==> src/rtl/fzo_pkg.sv <==
package fzo_pkg;
  typedef enum logic [1:0] {
    FZ_MAX = 2'b00,
    FZ_MIN = 2'b01,
    FZ_INV = 2'b10,
    FZ_RSV = 2'b11
  } fz_op_e;
endpackage

==> src/rtl/fzo_blk_cmp.sv <==
// One block: group equal / group less-than plus per-bit A-smaller decisions
module fzo_blk_cmp #(
  parameter int BLK = 4
) (
  input  logic [BLK-1:0] a_i,
  input  logic [BLK-1:0] b_i,
  input  logic           eq_in_i,   // all more significant blocks equal
  input  logic           lt_in_i,   // A already smaller above this block
  output logic           grp_eq_o,
  output logic           grp_lt_o,
  output logic [BLK-1:0] sel_a_o    // per bit: A is the smaller operand
);
  logic [BLK-1:0] z, y, lt_loc;

  assign z = ~(a_i ^ b_i);
  assign y = ~a_i & b_i;

  // lookahead inside the block: each bit looks at all bits at or above it
  always_comb begin
    for (int i = 0; i < BLK; i++) begin
      logic c, g;
      c = 1'b1;
      g = 1'b0;
      for (int k = BLK-1; k >= i; k--) begin
        g = g | (c & y[k]);
        c = c & z[k];
      end
      lt_loc[i] = g;
    end
  end

  assign grp_eq_o = &z;
  assign grp_lt_o = lt_loc[0];
  assign sel_a_o  = {BLK{lt_in_i}} | ({BLK{eq_in_i}} & lt_loc);
endmodule

==> src/rtl/fzo_lookahead.sv <==
// Block-level lookahead: every block gets its entry decision directly
module fzo_lookahead #(
  parameter int NB = 4
) (
  input  logic [NB-1:0] grp_eq_i,
  input  logic [NB-1:0] grp_lt_i,
  output logic [NB-1:0] eq_in_o,
  output logic [NB-1:0] lt_in_o
);
  always_comb begin
    for (int k = 0; k < NB; k++) begin
      logic c, g;
      c = 1'b1;
      g = 1'b0;
      for (int j = NB-1; j > k; j--) begin
        g = g | (c & grp_lt_i[j]);
        c = c & grp_eq_i[j];
      end
      eq_in_o[k] = c;
      lt_in_o[k] = g;
    end
  end
endmodule

==> src/rtl/fuzzy_op_unit.sv <==
module fuzzy_op_unit
  import fzo_pkg::*;
#(
  parameter int WIDTH   = 16,
  parameter int BLK     = 4,
  parameter bit OUT_REG = 1'b1
) (
  input  logic             clk_i,
  input  logic             rst_ni,
  input  logic [WIDTH-1:0] a_i,
  input  logic [WIDTH-1:0] b_i,
  input  logic [1:0]       op_i,
  output logic [WIDTH-1:0] res_o
);
  localparam int NB = WIDTH / BLK;

  if (WIDTH % BLK != 0) begin : g_bad_cfg
    $error("WIDTH must be a multiple of BLK");
  end

  logic [NB-1:0]    grp_eq, grp_lt, eq_in, lt_in;
  logic [WIDTH-1:0] sel_a, res_d;

  for (genvar n = 0; n < NB; n++) begin : g_blk
    fzo_blk_cmp #(.BLK(BLK)) u_blk (
      .a_i      (a_i[n*BLK +: BLK]),
      .b_i      (b_i[n*BLK +: BLK]),
      .eq_in_i  (eq_in[n]),
      .lt_in_i  (lt_in[n]),
      .grp_eq_o (grp_eq[n]),
      .grp_lt_o (grp_lt[n]),
      .sel_a_o  (sel_a[n*BLK +: BLK])
    );
  end

  fzo_lookahead #(.NB(NB)) u_la (
    .grp_eq_i (grp_eq),
    .grp_lt_i (grp_lt),
    .eq_in_o  (eq_in),
    .lt_in_o  (lt_in)
  );

  always_comb begin
    unique case (fz_op_e'(op_i))
      FZ_MIN:  res_d = (sel_a & a_i) | (~sel_a & b_i);
      FZ_MAX:  res_d = (sel_a & b_i) | (~sel_a & a_i);
      FZ_INV:  res_d = ~a_i;
      default: res_d = '0;
    endcase
  end

  if (OUT_REG) begin : g_reg
    always_ff @(posedge clk_i or negedge rst_ni) begin
      if (!rst_ni) res_o <= '0;
      else         res_o <= res_d;
    end
  end else begin : g_comb
    assign res_o = res_d;
  end
endmodule

==> config.mk <==
export PLATFORM = sky130hd
export DESIGN_NAME = fuzzy_op_unit
export DESIGN_NICKNAME = d
export VERILOG_FILES = /design/src/rtl/fzo_pkg.sv /design/src/rtl/fzo_blk_cmp.sv /design/src/rtl/fzo_lookahead.sv /design/src/rtl/fuzzy_op_unit.sv
export SDC_FILE = /design/constraint.sdc
export NUM_CORES = 1
export LEC_CHECK = 0
export CORE_ASPECT_RATIO = 0.75
export CORE_MARGIN = 4
export CORE_UTILIZATION = 49
export CTS_BUF_LIST = sky130_fd_sc_hd__clkbuf_16
export CTS_CLUSTER_SIZE = 30
export DETAILED_ROUTE_END_ITERATION = 10
export PLACE_DENSITY = 0.86
export SETUP_SLACK_MARGIN = 0.3
export SYNTH_ARGS = -nofsm -noshare
export SYNTH_HDL_FRONTEND = slang
export SYNTH_SLANG_ARGS = --single-unit
==> constraint.sdc <==
create_clock -name clk_i -period 1.05 [get_ports clk_i]
set_input_delay 0.21 -clock clk_i [delete_from_list [all_inputs] [get_ports clk_i]]
set_output_delay 0.21 -clock clk_i [all_outputs]
set_load 0.02 [all_outputs]
==> reports/summary.txt, run 1 <==
status: stopped before the end
Failed at: clock tree synthesis
Error Message: [ERROR DPL-0038] Utilization greater than 100%, impossible to legalize
Routability Congestion: 0.877
post-CTS setup buffers: 13
instance count of the mapped netlist: 167
CTS resizes: 224
Top FF cell, synth: sky130_fd_sc_hd__dfrtp_1
width of the chip: 71.3 µm
synthesized netlist net count: 220
post-placement cell area: 0.00244 mm²
number of warnings reported in the yosys synthesis log: 0
TritonCTS Buffers: 3
io pins: 52
share of synthesized registers carrying an async set or reset: 100%
Die Span Y: 55.5 µm
part of the Yosys area used for sequential elements: 27.2%
clock tree buffer depth: 2
pre-CTS WS: -1580 ps
number of register bits inferred by synthesis: 16
count of input and output buffers: 51
clock tree root driver cell: sky130_fd_sc_hd__clkbuf_16
initial core utilization: 53.7%
number of flops mapped to enable cells by yosys: 0
clock sink count: 16
summed instance area of the synthesized netlist: 0.00147 mm²
Cell Rows: 16
Distinct cells, synth: 39
number of levels the H-tree was split into: 1
hold buffers post-CTS: 0
post-detail-place hpwl: 3830 µm
mean area per synthesized cell: 8.83 µm²
metrics by stage:
step           cells  util (%)  hold WS (ps)
3_5_place_dp     286      88.8           565
3_3_place_gp     286      88.8           561
2_1_floorplan    167         -         -85.6
Yosys cell counts (2+ instances only):
library cell	count	area share, %
sky130_fd_sc_hd__dfrtp_1	16	27
sky130_fd_sc_hd__a211oi_1	2	1.0
sky130_fd_sc_hd__a311oi_1	2	1.2
sky130_fd_sc_hd__nand2b_1	2	0.85
sky130_fd_sc_hd__nor3_1	2	0.68
sky130_fd_sc_hd__a21oi_1	13	4.4
sky130_fd_sc_hd__nor2b_1	3	1.3
sky130_fd_sc_hd__o22ai_1	12	5.1
sky130_fd_sc_hd__clkbuf_1	4	1.0
sky130_fd_sc_hd__nand2_1	7	1.8
sky130_fd_sc_hd__and3_1	3	1.3
sky130_fd_sc_hd__nand4_1	4	1.7
sky130_fd_sc_hd__xnor2_1	10	5.9
sky130_fd_sc_hd__ha_1	17	14
sky130_fd_sc_hd__inv_1	20	5.1
sky130_fd_sc_hd__mux2i_1	9	6.1
sky130_fd_sc_hd__nor2_1	9	2.3
sky130_fd_sc_hd__nand3_1	5	1.7
sky130_fd_sc_hd__o21ai_0	7	2.4
kinds of logic after synthesis:
group                    share of synthesized area [%]
AO/OA/AOI/OAI                                     20.3
XOR/XNOR                                          5.94
adder cells (fa/ha/maj)                           14.4
buffers and inverters                             7.13
flip-flops                                        27.2
multiplexers                                      6.88
AND/OR/NAND/NOR                                   18.2
==> run 2, diff against run 1 <==
==> config.mk (replaced) <==
export PLATFORM = sky130hd
export DESIGN_NAME = fuzzy_op_unit
export DESIGN_NICKNAME = d
export VERILOG_FILES = /design/src/rtl/fzo_pkg.sv /design/src/rtl/fzo_blk_cmp.sv /design/src/rtl/fzo_lookahead.sv /design/src/rtl/fuzzy_op_unit.sv
export SDC_FILE = /design/constraint.sdc
export NUM_CORES = 1
export LEC_CHECK = 0
export CORE_MARGIN = 4
export CORE_UTILIZATION = 40
export DETAILED_ROUTE_END_ITERATION = 10
export PLACE_DENSITY_LB_ADDON = 0.15
export SYNTH_ARGS = -nofsm -noshare
export SYNTH_HDL_FRONTEND = slang
export SYNTH_SLANG_ARGS = --single-unit
==> reports/summary.txt, run 2 <==
Die Span Y: 68.7 µm (+24%)
Worst Hold Class: in2reg
fraction of post-synthesis cell area in the top cell type by area: 27.2% (unchanged)
total count of hold-check failures in the final report: 0
pre-CTS WS: -1550 ps (+26.4 ps)
worst vdd ir: 0.000479 V
pins over their slew limit: 0
TritonCTS Buffers: 3 (unchanged)
cell count after placement: 296 (+3.5%)
vias in the first global route: 1775
number of levels the H-tree was split into: 1 (unchanged)
leading registers by flop count: res_o: 16 flops
Area Overhead vs Synth: 87.6%
most frequent cells in the layout: sky130_fd_sc_hd__buf_4 (51), sky130_fd_sc_hd__buf_2 (26), sky130_fd_sc_hd__dfrtp_1 (16)
Top FF cell, synth: sky130_fd_sc_hd__dfrtp_1
sequential share of power: 28.2%
worst endpoint required time: 1200 ps
Initial DRT Pass Iterations: 4
summed instance area of the synthesized netlist: 0.00147 mm² (unchanged)
Pwr per Cell Area: 899 mW/mm²
commonest cells in the synthesized netlist: sky130_fd_sc_hd__inv_1 (20), sky130_fd_sc_hd__ha_1 (17), sky130_fd_sc_hd__dfrtp_1 (16), sky130_fd_sc_hd__a21oi_1 (13), sky130_fd_sc_hd__o22ai_1 (12)
Final setup violation count: 15
detailed-route wire length: 5210 µm
count of nets left with antenna violations after detail routing: 0
final global-route overflow total: 0
largest net degree at the start of global routing: 17
Distinct cells, synth: 39 (unchanged)
DR vias/cell: 5.43
xor and xnor area share after synthesis: 5.94% (unchanged)
largest register by flop count: res_o
Std-Cell Core Area: 0.00344 mm²
final period demand of the worst path: 1880 ps
Highest Clock Rate: 0.531 GHz
post-route worst hold slack: 154 ps
Final Cycle Share: 179%
synthesized netlist net count: 220 (unchanged)
GRT Overall Usage: 21.8%
cell-internal power: 0.00162 W
CP Launch Type: input pin
part of the Yosys area used for sequential elements: 27.2% (unchanged)
CTS tree: done
clock tree root driver cell: sky130_fd_sc_hd__clkbuf_8
top cell type by total area after synthesis: sky130_fd_sc_hd__dfrtp_1
main combinational cell family by area after synthesis: compound AO/OA/AOI/OAI gates
Routability Congestion: 0.812 (-7.4%)
violated checks: negative setup slack
arithmetic-cell share of the synthesized area counting full adders, half adders and majority gates: 14.4% (unchanged)
worst setup margin: -833 ps
max reg flops: 16
Crit path arrival time: 2030 ps
final net count: 329
overall die area: 0.00472 mm²
Maximum Capacitance Violations: 0
leading cell type by number of instances after synthesis: sky130_fd_sc_hd__inv_1
clock tree buffer depth: 2 (unchanged)
unrepaired setup endpoints after global routing: true
Clk pin slew, worst setup/hold paths: 70 ps
share of final-layout standard cells stronger than drive strength 1: 61.3%
share of synthesized registers carrying an async set or reset: 100% (unchanged)
number of register bits inferred by synthesis: 16 (unchanged)
post-detailed-route DRC marker count: 0
multiplexer share of the synthesized area: 6.88% (unchanged)
number of warnings reported in the yosys synthesis log: 0 (unchanged)
fin cells: 320
width of the chip: 68.7 µm (-3.7%)
compound-gate portion of the synthesized area: 20.3% (unchanged)
part of the total power dissipated in the clock network: 18.9%
worst-margin pin slew: 290 ps
initial core utilization: 42.8% (-11 points)
antenna violations before repair: 0
status: complete, but fails checks
via count: 1739
number of flops mapped to enable cells by yosys: 0 (unchanged)
count of input and output buffers: 51 (unchanged)
first-pass GRT wire length: 7760 µm
Cell Rows: 21 (+5)
post-detail-place hpwl: 3420 µm (-11%)
CP Class: in2reg
post-synthesis simple-gate area fraction: 18.2% (unchanged)
Detailed Route Iter0 Violations: 113
detailed-route wire length per cell: 16.3 µm
peak fanout along the critical path: 2
mean area per synthesized cell: 8.83 µm² (unchanged)
instance count of the mapped netlist: 167 (unchanged)
leading post-synthesis cells by cell area: sky130_fd_sc_hd__dfrtp_1 (27%), sky130_fd_sc_hd__ha_1 (14%), sky130_fd_sc_hd__mux2i_1 (6.1%)
worst slew slack as a fraction of its limit: 80.6%
logic gate share of total power: 52.9%
ANT cells: 0
leak pwr: 1.29 nW
P_sw: 0.000866 W
most common cell after layout, fill and taps aside: sky130_fd_sc_hd__buf_4
fraction of power spent switching nets: 34.8%
critical path endpoint category: flop
io pins: 52 (unchanged)
clock sink count: 16 (unchanged)
run 2: timing repair:
| item | 4_1_cts | 5_1_grt |
|---|---|---|
| gates resized for setup | 184 | 48 |
| pin swaps | 34 | 40 |
| buffers inserted | 11 | 12 |
| setup endpoints to repair | 32 | 15 |
| hold buffers | 0 | 0 |
run 2: power by group through the flow:
stage	clock [W]	combinational, W	sequential [W]
after floorplan	0	0.000526	0.000805
final	0.000469	0.00132	0.000702
after global placement	0	0.00112	0.000712
after CTS	0.000479	0.00120	0.000703
after global routing	0.000506	0.00141	0.000707
after detailed placement	0	0.00114	0.000717
run 2: cell type report:
type	count	area (µm²)
clock buffer	3	41.3
fill	190	677
inverter	20	97.6
multi-input combinational	125	1310
sequential	16	400
tap	46	57.6
timing repair buffer	110	863
run 2: routing by layer:
metal / vias up / GRT usage [%] / share of wire [%]
met3: 10 / 1.94 / 7.0
li1: 818 / - / -
met5: - / 0 / 0
met1: 830 / 23.6 / 38
met2: 81 / 42.6 / 53
met4: 0 / 9.25 / 2.1
run 2: per-stage QoR:
step | setup TNS, ps | util (%) | cell area, µm² | power (W)
2_1_floorplan | -8050 | - | 1620 | 0.00133
3_5_place_dp | -21060 | 71.1 | 2450 | 0.00186
5_1_grt | -9810 | 80.3 | 2770 | 0.00262
4_1_cts | -9080 | 76.2 | 2620 | 0.00238
3_3_place_gp | -20230 | 71.1 | 2450 | 0.00183
6_report | -8600 | 80.3 | 2770 | 0.00249
run 2: cell families (layout without fill, tap and decap cells):
| family | after synthesis | after routing |
|---|---|---|
| AND/OR/NAND/NOR | 45 | 45 |
| AO/OA/AOI/OAI | 43 | 43 |
| flip-flops | 16 | 16 |
| multiplexers | 10 | 10 |
| adder cells (fa/ha/maj) | 17 | 17 |
| buffers and inverters | 26 | 133 |
| XOR/XNOR | 10 | 10 |
run 2: critical path, cell delays in order:
cell and delay [ps]:
sky130_fd_sc_hd__clkdlybuf4s50_1 470, sky130_fd_sc_hd__ha_4 290, sky130_fd_sc_hd__nand3_1 90, sky130_fd_sc_hd__nand2_1 120
sky130_fd_sc_hd__nand2_1 90, sky130_fd_sc_hd__and3_4 190, sky130_fd_sc_hd__or4_1 460, sky130_fd_sc_hd__o211ai_1 120
run 2: final timing paths:
path                       startpoint        end  slack (ps)  cells past startpoint
worst max-delay path           b_i[2]   res_o[1]        -830                      8
min in group asynchronous      rst_ni   res_o[0]         300                      2
max in group asynchronous      rst_ni   res_o[1]         620                      2
worst min-delay path          a_i[12]  res_o[12]         150                      2
No activity file was read; power rests on OpenSTA's default activity.
